`config.mk`:
```
export PLATFORM = sky130hd
export DESIGN_NAME = dispio_port_decode
export DESIGN_NICKNAME = d
export VERILOG_FILES = /design/src/rtl/dispio_pkg.sv /design/src/rtl/dispio_addr_decode.sv /design/src/rtl/dispio_index_bank.sv /design/src/rtl/dispio_notify.sv /design/src/rtl/dispio_port_decode.sv
export SDC_FILE = /design/constraint.sdc
export NUM_CORES = 1
export LEC_CHECK = 0
export BUFFER_PORTS_ARGS = -buffer_cell sky130_fd_sc_hd__buf_2
export CAP_MARGIN = 20
export CORE_MARGIN = 5
export CORE_UTILIZATION = 30
export DETAILED_ROUTE_END_ITERATION = 8
export GPL_ROUTABILITY_DRIVEN = 0
export GPL_TIMING_DRIVEN = 1
export PLACE_DENSITY = 0.54
export SYNTH_ARGS = -nofsm -noshare
export SYNTH_HDL_FRONTEND = slang
export SYNTH_SLANG_ARGS = --single-unit
```
`constraint.sdc`:
```
create_clock -name clk -period 2.1 [get_ports clk]
set_input_delay 0.42 -clock clk [delete_from_list [all_inputs] [get_ports clk]]
set_output_delay 0.42 -clock clk [all_outputs]
set_load 0.02 [all_outputs]
```
`src/rtl/dispio_pkg.sv`:
```
package dispio_pkg;

  // Register-file target codes carried on reg_target.
  typedef enum logic [1:0] {
    TGT_NONE = 2'd0,
    TGT_SEQ  = 2'd1,
    TGT_CRTC = 2'd2,
    TGT_ATTR = 2'd3
  } tgt_e;

  // Decoded port kinds.
  typedef enum logic [3:0] {
    PK_NONE,
    PK_BLOCKED,
    PK_MISC_WR,
    PK_MISC_RD,
    PK_SEQ_IDX,
    PK_SEQ_DAT,
    PK_CRT_IDX,
    PK_CRT_DAT,
    PK_STATUS,
    PK_ATTR
  } port_kind_e;

endpackage

```
`src/rtl/dispio_addr_decode.sv`:
```
module dispio_addr_decode
  import dispio_pkg::*;
#(
  parameter int ADDR_W     = 10,
  parameter int MONO_BASE  = 'h3B0,
  parameter int COLOR_BASE = 'h3D0,
  parameter int SHARE_BASE = 'h3C0
) (
  input  logic [ADDR_W-1:0] addr,
  input  logic              color,
  output port_kind_e        kind
);
  localparam int GRP_W = ADDR_W - 4;
  localparam logic [GRP_W-1:0] MONO_GRP  = GRP_W'(MONO_BASE >> 4);
  localparam logic [GRP_W-1:0] COLOR_GRP = GRP_W'(COLOR_BASE >> 4);
  localparam logic [GRP_W-1:0] SHARE_GRP = GRP_W'(SHARE_BASE >> 4);

  logic [GRP_W-1:0] grp;
  logic [3:0]       ofs;
  logic             in_mono, in_color, crt_hit, blocked;

  always_comb begin
    grp      = addr[ADDR_W-1:4];
    ofs      = addr[3:0];
    in_mono  = (grp == MONO_GRP);
    in_color = (grp == COLOR_GRP);
    // the CRT group follows the mode bit; the other one is shut off
    crt_hit  = (in_mono && !color) || (in_color && color);
    blocked  = (in_mono && color) || (in_color && !color);
    kind     = PK_NONE;
    if (blocked) begin
      kind = PK_BLOCKED;
    end else if (crt_hit) begin
      case (ofs)
        4'h4:    kind = PK_CRT_IDX;
        4'h5:    kind = PK_CRT_DAT;
        4'hA:    kind = PK_STATUS;
        default: kind = PK_NONE;
      endcase
    end else if (grp == SHARE_GRP) begin
      case (ofs)
        4'h0:    kind = PK_ATTR;
        4'h2:    kind = PK_MISC_WR;
        4'h4:    kind = PK_SEQ_IDX;
        4'h5:    kind = PK_SEQ_DAT;
        4'hC:    kind = PK_MISC_RD;
        default: kind = PK_NONE;
      endcase
    end
  end

endmodule

```
`src/rtl/dispio_index_bank.sv`:
```
module dispio_index_bank
  import dispio_pkg::*;
#(
  parameter int IDX_W = 8
) (
  input  logic             clk,
  input  logic             rst,
  input  logic             rd,
  input  logic             wr,
  input  port_kind_e       kind,
  input  logic [IDX_W-1:0] wdata,
  output logic [IDX_W-1:0] seq_idx,
  output logic [IDX_W-1:0] crt_idx,
  output logic [IDX_W-1:0] attr_idx,
  output logic             attr_ff
);

  always_ff @(posedge clk) begin
    if (rst) begin
      seq_idx  <= '0;
      crt_idx  <= '0;
      attr_idx <= '0;
      attr_ff  <= 1'b0;
    end else begin
      if (rd && kind == PK_STATUS) begin
        attr_ff <= 1'b0;
      end
      if (wr) begin
        case (kind)
          PK_SEQ_IDX: seq_idx <= wdata;
          PK_CRT_IDX: crt_idx <= wdata;
          PK_ATTR: begin
            if (!attr_ff) attr_idx <= wdata;
            attr_ff <= !attr_ff;
          end
          default: ;
        endcase
      end
    end
  end

endmodule

```
`src/rtl/dispio_notify.sv`:
```
module dispio_notify
  import dispio_pkg::*;
#(
  parameter int                 IDX_W          = 8,
  parameter int                 CRT_MAP_W      = 32,
  parameter logic [CRT_MAP_W-1:0] CRT_MAP      = 32'h0063_02ED,
  parameter int                 SEQ_NOTIFY_IDX = 1
) (
  input  logic             wr,
  input  port_kind_e       kind,
  input  logic [IDX_W-1:0] seq_idx,
  input  logic [IDX_W-1:0] crt_idx,
  output logic             hit
);
  logic [CRT_MAP_W-1:0] crt_match;

  genvar gi;
  generate
    for (gi = 0; gi < CRT_MAP_W; gi++) begin : g_crt
      if (CRT_MAP[gi]) begin : g_on
        assign crt_match[gi] = (int'(crt_idx) == gi);
      end else begin : g_off
        assign crt_match[gi] = 1'b0;
      end
    end
  endgenerate

  always_comb begin
    hit = 1'b0;
    if (wr) begin
      case (kind)
        PK_MISC_WR: hit = 1'b1;
        PK_SEQ_DAT: hit = (int'(seq_idx) == SEQ_NOTIFY_IDX);
        PK_CRT_DAT: hit = |crt_match;
        default:    hit = 1'b0;
      endcase
    end
  end

endmodule

```
`src/rtl/dispio_port_decode.sv`:
```
module dispio_port_decode
  import dispio_pkg::*;
#(
  parameter int ADDR_W     = 10,
  parameter int DATA_W     = 8,
  parameter int MONO_BASE  = 'h3B0,
  parameter int COLOR_BASE = 'h3D0,
  parameter int SHARE_BASE = 'h3C0,
  parameter int MODE_BIT   = 0,
  parameter int FORCE0_BIT = 4
) (
  input  logic              clk,
  input  logic              rst,
  input  logic              bus_rd,
  input  logic              bus_wr,
  input  logic [ADDR_W-1:0] bus_addr,
  input  logic [DATA_W-1:0] bus_wdata,
  input  logic [DATA_W-1:0] status_in,
  output logic              rd_valid,
  output logic [DATA_W-1:0] rd_data,
  output logic [DATA_W-1:0] misc_q,
  output logic              color_mode,
  output logic              attr_data_phase,
  output logic              reg_wr,
  output logic [1:0]        reg_target,
  output logic [DATA_W-1:0] reg_index,
  output logic [DATA_W-1:0] reg_wdata,
  output logic              timing_chg
);
  localparam logic [DATA_W-1:0] MISC_KEEP = ~(DATA_W'(1) << FORCE0_BIT);
  localparam logic [DATA_W-1:0] BLOCK_VAL = '1;

  port_kind_e        kind;
  logic              wr_eff;
  logic [DATA_W-1:0] seq_idx, crt_idx, attr_idx;
  logic              attr_ff, chg_hit;
  logic [DATA_W-1:0] rd_next;
  logic              fwd_next;
  tgt_e              tgt_next;
  logic [DATA_W-1:0] idx_next;

  // a read wins over a write in the same cycle
  assign wr_eff = bus_wr && !bus_rd;

  dispio_addr_decode #(
    .ADDR_W(ADDR_W), .MONO_BASE(MONO_BASE),
    .COLOR_BASE(COLOR_BASE), .SHARE_BASE(SHARE_BASE)
  ) u_dec (
    .addr (bus_addr),
    .color(misc_q[MODE_BIT]),
    .kind (kind)
  );

  dispio_index_bank #(.IDX_W(DATA_W)) u_bank (
    .clk     (clk),
    .rst     (rst),
    .rd      (bus_rd),
    .wr      (wr_eff),
    .kind    (kind),
    .wdata   (bus_wdata),
    .seq_idx (seq_idx),
    .crt_idx (crt_idx),
    .attr_idx(attr_idx),
    .attr_ff (attr_ff)
  );

  dispio_notify #(.IDX_W(DATA_W)) u_ntf (
    .wr     (wr_eff),
    .kind   (kind),
    .seq_idx(seq_idx),
    .crt_idx(crt_idx),
    .hit    (chg_hit)
  );

  always_comb begin
    case (kind)
      PK_BLOCKED: rd_next = BLOCK_VAL;
      PK_STATUS:  rd_next = status_in;
      PK_MISC_RD: rd_next = misc_q;
      PK_SEQ_IDX: rd_next = seq_idx;
      PK_CRT_IDX: rd_next = crt_idx;
      PK_ATTR:    rd_next = attr_idx;
      default:    rd_next = '0;
    endcase
  end

  always_comb begin
    fwd_next = 1'b0;
    tgt_next = TGT_NONE;
    idx_next = '0;
    if (wr_eff) begin
      case (kind)
        PK_SEQ_DAT: begin fwd_next = 1'b1; tgt_next = TGT_SEQ;  idx_next = seq_idx;  end
        PK_CRT_DAT: begin fwd_next = 1'b1; tgt_next = TGT_CRTC; idx_next = crt_idx;  end
        PK_ATTR: if (attr_ff) begin
          fwd_next = 1'b1; tgt_next = TGT_ATTR; idx_next = attr_idx;
        end
        default: ;
      endcase
    end
  end

  always_ff @(posedge clk) begin
    if (rst) begin
      misc_q     <= '0;
      rd_valid   <= 1'b0;
      rd_data    <= '0;
      reg_wr     <= 1'b0;
      reg_target <= TGT_NONE;
      reg_index  <= '0;
      reg_wdata  <= '0;
      timing_chg <= 1'b0;
    end else begin
      if (wr_eff && kind == PK_MISC_WR) misc_q <= bus_wdata & MISC_KEEP;
      rd_valid   <= bus_rd;
      rd_data    <= bus_rd ? rd_next : '0;
      reg_wr     <= fwd_next;
      reg_target <= tgt_next;
      reg_index  <= idx_next;
      reg_wdata  <= fwd_next ? bus_wdata : '0;
      timing_chg <= chg_hit;
    end
  end

  assign color_mode      = misc_q[MODE_BIT];
  assign attr_data_phase = attr_ff;

endmodule

```
==> results summary, run 1 <==
The standard-cell row count is 35. A synthesized cell averages roughly 9.4 um^2. The part of the Yosys area used for sequential elements is 42.92%. The residual antenna-violating net count after detailed routing came out at 0.

The floorplan step defined a die boundary enclosing 11,530 um^2. In this run the clock root is driven by a sky130_fd_sc_hd__clkbuf_8. The final instance area is 3715 um^2. The final setup violation count came out at 0. The overall routing resource usage came out at between 10% and 20%. The slowest stage of the critical path is the sky130_fd_sc_hd__a211o_1 cell. The clock latency of the later-clocked register in the worst-skew pair came out at 0.34 ns. The commonest non-fill, non-tap cell in the layout is sky130_fd_sc_hd__buf_2. The portion of synthesized cell area occupied by the leading cell type is approximately 43%.

The flow ran to the end, and the final reports show no timing, DRC or antenna violations. The post-cts repair resize count is 0. The core region area is between 9000 and 10,000 um^2. The horizontal die dimension is 107.4 um. The number of nets in the finished design is 432. The number of global-route vias before repair came out at between 2,000 and 3,000. The wire length of the first global-routing pass came out at roughly 14,000 um. The top cell types in the final layout, fill and taps aside, are sky130_fd_sc_hd__buf_2 (67), sky130_fd_sc_hd__dfxtp_1 (61), sky130_fd_sc_hd__nor2_1 (49), sky130_fd_sc_hd__buf_4 (38), sky130_fd_sc_hd__mux2i_1 (35). The total grt overflow came out at 0. From bottom edge to top edge, the die measures around 110 um. The synthesized design contains 61 register bits.

The initial core utilization is 30.79%. Between clock sinks in the finished design, the worst skew comes to 0.008081 ns. The total via count in the routed design came out at 2,662. The number of ports placed on the die boundary came out at 69. The number of distinct library cells after synthesis came out at 58. The count of flip-flops with a built-in enable after synthesis came out at 0.

The DRC violation count after routing is 0. The final non-filler cell total is 535. The worst path uses 90.76% of the clock period. The placed cell area is 3541 um^2. After technology mapping, the gate count stands at 302. Along the worst path, the maximum fanout reaches 6. The worst ir drop on vdd is 0.3523 mV. The number of sinks driven by the clock tree came out at 61. Entering global routing, the biggest net connects 32 pins.

The net count of the mapped netlist is 332. The kind of end point of the critical path is a flop. Before antenna repair, the detailed router went through 6 iterations. The final-report max-slew violation count is 0. The sum of routed wire length over all layers is 8762 um. The initial detailed-routing violation count is 230. Ranked by total cell area, the synthesized netlist is headed by sky130_fd_sc_hd__dfxtp_1 (43%), sky130_fd_sc_hd__mux2i_1 (12%), sky130_fd_sc_hd__nor2_1 (6.5%). On the worst path, the slowest cell contributes a delay of 0.39 ns. The critical path launch point type is a flop. The longest clock path from root to sink contains 2 buffers.

The synthesized design spends more area on one cell type than any other, namely sky130_fd_sc_hd__dfxtp_1. The standby leakage power came out at 1.694 nW. Derived from the worst setup path, the maximum achievable clock frequency is 0.5247 GHz.

The routed length per placed instance came out at 16.38 um. Among all flip-flop cells after synthesis, the most frequent one is sky130_fd_sc_hd__dfxtp_1. The share of flip-flops with an asynchronous set or reset is 0%.

STA puts the critical path data required time at 2.35 ns. The layout overhead on the synthesized area came out at 30.56%. The worst hold path class is input port to flop. The number of failing hold endpoints at the final stage came out at 0. The port buffer count is 67. The count of synthesis-stage warnings from yosys came out at 0. The number of levels in the clock H-tree came out at 3.

Data on the critical path arrives at its endpoint at between 2 and 2.5 ns. The repair_antennas step left the layout with diodes totalling 0. The power density over cell area is 593.9 nW/um^2.

The max-capacitance violation count came out at 0. The total of hold buffers inserted after clock tree synthesis is 0. The ratio of routed vias to standard cells is 4.976. The mapped cell area came out at 2845 um^2. Post-CTS timing repair inserted 0 buffers for setup. In this run, CTS created clock tree buffers numbering 9.

The final period demand of the worst path came out at roughly 1.9 ns. Setup repair after global routing left no endpoint under its margin. Clock-pin slew was measured on the worst setup and hold paths at ~0.07 ns. The share of cells above drive strength 1 came out at about a third. The critical path is of the flop to flop type. Traced cell by cell, the critical path runs through and4bb_2 -> a31oi_4 -> o21ai_1 -> nor2_1 -> a211o_1 -> a31oi_1. The placed cell count came out at 520. TritonCTS built the clock tree. The HPWL after detailed placement is 6770 um. The initial antenna violation count is 0.
==> metrics by stage <==
step	setup WS (ns)	TNS, ns	total power, mW	hold slack (ns)	utilization (%)
2_1_floorplan	0.08638	0	1.244	0.4531	-
3_5_place_dp	-0.1341	-2.984	1.320	0.4754	38.32
4_1_cts	0.1879	0	2.245	0.2650	40.20
6_report	0.1940	0	2.206	0.2783	40.20
3_3_place_gp	-0.09784	-2.316	1.318	0.4787	38.32
5_1_grt	0.04025	0	2.310	0.2799	40.20
==> flip-flops by register name, summed over array words and instances (netlist names) <==
name             flops
u_bank.attr_ff       1
misc_q               7
rd_valid             1
reg_target           2
rd_data              8
u_bank.attr_idx      8
reg_index            8
timing_chg           1
u_bank.seq_idx       8
u_bank.crt_idx       8
reg_wdata            8
reg_wr               1
==> final cells by class <==
type	instances	area, um^2
flip-flops and latches	61	1221
clock inverters	5	36.28
clock buffers	10	137.6
inverters	1	3.754
well taps	129	161.4
multi-input cells	224	1534
repair buffers	105	620.6
fillers	955	5525
==> worst max-delay path: cells and delay by family, from the launching register on <==
| kind | cells | cell delay [ns] |
|---|---|---|
| AOI/OAI and AO/OA | 4 | 1.01 |
| DFF | 1 | 0.34 |
| and+or+nand+nor | 2 | 0.45 |
==> cells in the mapped netlist, types with 2 or more instances <==
cell type and count:
sky130_fd_sc_hd__clkbuf_1 6, sky130_fd_sc_hd__nor2_1 49, sky130_fd_sc_hd__nand3_1 11, sky130_fd_sc_hd__a21boi_0 3
sky130_fd_sc_hd__a21o_1 2, sky130_fd_sc_hd__nand2b_1 5, sky130_fd_sc_hd__a22o_1 3, sky130_fd_sc_hd__a31oi_1 6
sky130_fd_sc_hd__buf_4 3, sky130_fd_sc_hd__and2_1 9, sky130_fd_sc_hd__dfxtp_1 61, sky130_fd_sc_hd__and4bb_2 2
sky130_fd_sc_hd__nor3b_1 4, sky130_fd_sc_hd__nand2_1 18, sky130_fd_sc_hd__nand4_2 2, sky130_fd_sc_hd__nor2b_1 2
sky130_fd_sc_hd__nor3_1 4, sky130_fd_sc_hd__o22ai_1 3, sky130_fd_sc_hd__a222oi_1 6, sky130_fd_sc_hd__and3_1 7
sky130_fd_sc_hd__a22oi_1 3, sky130_fd_sc_hd__a221oi_1 5, sky130_fd_sc_hd__o211a_1 2, sky130_fd_sc_hd__mux2i_1 35
sky130_fd_sc_hd__buf_2 6, sky130_fd_sc_hd__o31a_1 2, sky130_fd_sc_hd__a21oi_1 12
==> kinds of logic (layout without fill, tap and decap cells) <==
| logic type | Yosys count | count (layout) | share of synthesized area (%) |
|---|---|---|---|
| mux | 35 | 35 | 12.31 |
| xor+xnor | 1 | 1 | 0.3079 |
| simple gates | 125 | 125 | 23.39 |
| buf+inv | 17 | 121 | 3.166 |
| flops | 61 | 61 | 42.92 |
| other cells | 1 | 1 | 0.1318 |
| compound gates | 62 | 62 | 17.77 |
==> path summary, 6_finish.rpt <==
path / from / endpoint / slack [ns] / depth (start not counted)
max: misc_q[0]$_SDFFE_PP0P_ / rd_data[2]$_SDFF_PP0_ / 0.19 / 6
min: rst / u_bank.attr_ff$_SDFF_PP0_ / 0.28 / 2
max reg2reg: misc_q[0]$_SDFFE_PP0P_ / rd_data[2]$_SDFF_PP0_ / 0.19 / 6
min reg2reg: u_bank.attr_ff$_SDFF_PP0_ / u_bank.attr_ff$_SDFF_PP0_ / 0.49 / 2
==> layer usage <==
metal	wire [um]	global-route usage (%)	share of wire, %	up-vias
li1	-	-	-	1305
met1	3987	20.48	46	1247
met2	4039	24.44	46	99
met3	621	3.659	7.1	11
met4	113	4.779	1.3	0
met5	0	0	0	-
==> where the power goes <==
group | switching (mW) | internal [mW] | total, mW | leakage (nW)
logic | 0.0780 | 0.0573 | 0.135 | 1.12
registers | 0.000403 | 1.16 | 1.16 | 0.491
clock network | 0.458 | 0.454 | 0.913 | 0.0808
total | 0.537 | 1.67 | 2.21 | 1.69
(Power assumes the default switching activity.)
==> run 2, diff against run 1 <==
--- a/config.mk
+++ b/config.mk
@@ -13,5 +13,5 @@
 export GPL_ROUTABILITY_DRIVEN = 0
 export GPL_TIMING_DRIVEN = 1
-export PLACE_DENSITY = 0.54
+export PLACE_DENSITY = 0.52
 export SYNTH_ARGS = -nofsm -noshare
 export SYNTH_HDL_FRONTEND = slang
==> constraint.sdc (replaced) <==
create_clock -name clk -period 1.8 [get_ports clk]
set_input_delay 0.36 -clock clk [delete_from_list [all_inputs] [get_ports clk]]
set_output_delay 0.36 -clock clk [all_outputs]
set_load 0.01 [all_outputs]
==> results summary, run 2 (synthesized netlist as in run 1, its figures left out) <==
The placed cell area is 3640 um^2 (+2.8%). The wire length of the first global-routing pass came out at 14,020 um (+1.6%). The number of sinks driven by the clock tree is 61 (unchanged). The depth of the worst register-to-register path came out at 7 (+1).

The standard-cell row count came out at 35 (unchanged). The setup TNS after final layout is 0 ns (unchanged). The number of ports placed on the die boundary came out at 69 (unchanged). The worst-case register-to-register setup slack came out at 0.02 ns (-0.17 ns). The path with the worst hold slack has its endpoint at reg_wdata[4]$_SDFF_PP0_.

The total power after layout is 2.786 mW (+26%). The share of the clock period used by the worst path came out at 98.80% (+8.0 points). The ratio of routed vias to standard cells came to 4.945 (-0.61%). The post-route core utilization came out at 43.13% (+2.9 points).

The final-report max-slew violation count came out at 0 (unchanged). The port buffer count came out at 67 (unchanged). The final setup violation count was 0 (unchanged).

The final instance area came out at 3985 um^2 (+7.3%). The total grt overflow is 0 (unchanged). The power density over cell area came out at 699.1 nW/um^2 (+18%). STA classifies the critical path endpoint as a flop. Leaving out fill and tap cells, the most frequent cell in the layout is sky130_fd_sc_hd__buf_2. The standby leakage power is 1.788 nW (+5.5%). The number of global-route vias before repair came out at 2,634 (-0.60%). The worst hold slack came out at 0.2768 ns (-0.001483 ns). The overall routing resource usage is 15.70% (+0.36 points). The horizontal die dimension came out at 107.4 um (unchanged). The share of cells above drive strength 1 is 40.14% (+6.9 points).

The number of nets in the finished design came out at 446 (+3.2%). The path type of the worst setup path is flop to flop. The layout overhead on the synthesized area came out at 40.06%. The initial antenna violation count came out at 0 (unchanged). The clock latency of the later-clocked register in the worst-skew pair was 0.34 ns (about the same). The buffer depth of the longest clock path came out at 2 (unchanged). The worst setup path startpoint is misc_q[0]$_SDFFE_PP0P_. The DRC violation count after routing is 0 (unchanged).

The worst hold path begins at bus_wdata[4]. The TritonCTS clock tree is yes. The clock edge transition at the registers on the reported setup and hold paths came out at 0.07 ns (about the same). The flow ran to the end, and the final reports show no timing, DRC or antenna violations. The residual antenna-violating net count after detailed routing is 0 (unchanged). The number of diodes added for antenna fixing is 0 (unchanged). The max-capacitance violation count came to 0 (unchanged). The tree is rooted in a sky130_fd_sc_hd__clkbuf_8. The capture instance of the worst register-to-register path is rd_data[6]$_SDFF_PP0_.

The sum of routed wire length over all layers is 8948 um (+2.1%). The worst setup skew after layout is 0.007870 ns (-0.0002108 ns). The worst endpoint required time came out at 2.02 ns (-0.33 ns). The total die area was 11,530 um^2 (unchanged). The number of failing hold endpoints at the final stage came out at 0 (unchanged). The count of cells along the worst hold path is 2 (unchanged). Setup repair after global routing could not meet its margin everywhere. The overall die height came out at 107.4 um (unchanged). The number of levels in the clock H-tree is 3 (unchanged). The worst ir drop on vdd was 0.3791 mV (+7.6%).

In the layout the commonest cells are sky130_fd_sc_hd__buf_2 (67), sky130_fd_sc_hd__dfxtp_1 (60), sky130_fd_sc_hd__buf_4 (49), sky130_fd_sc_hd__nor2_1 (46), sky130_fd_sc_hd__mux2i_1 (34). STA classifies the critical path startpoint as a flop. The detailed-router iteration count before antenna repair came out at 5 (-1).

The total clock buffers created by CTS is 9 (unchanged). The maximum frequency from static timing analysis is 0.5623 GHz (+7.2%). The arrival time of the worst setup path came to 2.00 ns (-0.15 ns).

The routed length per placed instance came out at 16.27 um (-0.66%). The maximum fanout along the worst path is 4 (-2). The worst hold path class is input port to flop. The beginning of the worst register-to-register path is misc_q[0]$_SDFFE_PP0P_. The HPWL after detailed placement is 6863 um (+1.4%). The final period demand of the worst path came to 1.778 ns (-0.1276 ns). The initial core utilization came out at 30.79% (unchanged).

The total via count in the routed design was 2,720 (+2.2%). The core region area came out at 9240 um^2 (unchanged). The largest net degree at the start of global routing came out at 33 (+3.1%).

The initial detailed-routing violation count came to 155 (-33%).
## run 2: cell count changes in the layout (fill, tap and decap cells not counted), moves of 2 or more
cell / before / now
sky130_fd_sc_hd__nor2_1: 49 / 46
sky130_fd_sc_hd__a221oi_2: 0 / 2
sky130_fd_sc_hd__buf_6: 0 / 3
sky130_fd_sc_hd__buf_4: 38 / 49
sky130_fd_sc_hd__a221oi_1: 5 / 3
sky130_fd_sc_hd__nor2_2: 0 / 3
## run 2: layout make-up
cell class	count	area, um^2
timing repair buffer	119	737.0
multi-input combinational	224	1650
inverter	1	3.754
fill	939	5255
clock buffer	11	151.4
clock inverter	5	58.81
tap	129	161.4
sequential	61	1222
## run 2: how the worst max path moves through the flow
| stage | end | slack (ns) |
|---|---|---|
| 5_1_grt | rd_data[6]$_SDFF_PP0_ | -0.05 |
| 3_5_place_dp | rd_data[0]$_SDFF_PP0_ | -0.36 |
| 3_3_place_gp | reg_index[2]$_SDFF_PP0_ | -0.36 |
| 6_report | rd_data[6]$_SDFF_PP0_ | 0.02 |
| 4_1_cts | u_bank.crt_idx[0]$_SDFFE_PP0P_ | -0.03 |
| 2_1_floorplan | u_bank.seq_idx[0]$_SDFFE_PP0P_ | -0.12 |
## run 2: routing by layer
layer	vias up	wire length, um	track usage [%]
met5	-	0	0
met4	0	54	3.787
met3	10	624	4.199
met2	97	4247	26.05
met1	1286	4022	20.30
li1	1327	-	-
## run 2: report_power, final
group	switching, mW	internal [mW]
Clock	0.549	0.714
Sequential	0.000498	1.35
Combinational	0.0971	0.0752
Total	0.646	2.14
## run 2: timing repair
action,CTS,global route
buffers inserted,0,2
pin swaps,5,5
hold buffers,0,0
gates resized for setup,9,21
endpoints found under the setup margin,37,45
## run 2: worst max-delay path, cell delays in order, from the launching register on
cell and delay (ns):
sky130_fd_sc_hd__dfxtp_2 0.33, sky130_fd_sc_hd__and4bb_2 0.34, sky130_fd_sc_hd__a31oi_4 0.07, sky130_fd_sc_hd__buf_4 0.17, sky130_fd_sc_hd__o21bai_4 0.21, sky130_fd_sc_hd__mux2i_1 0.23, sky130_fd_sc_hd__nor2_1 0.07, sky130_fd_sc_hd__o31a_1 0.25
## run 2: per-stage QoR
stage / setup slack (ns) / cells
floorplan: -0.1177 / 302
global placement: -0.3647 / 532
detailed placement: -0.3552 / 532
CTS: -0.02893 / 548
global route: -0.05139 / 550
finish: 0.02164 / 550
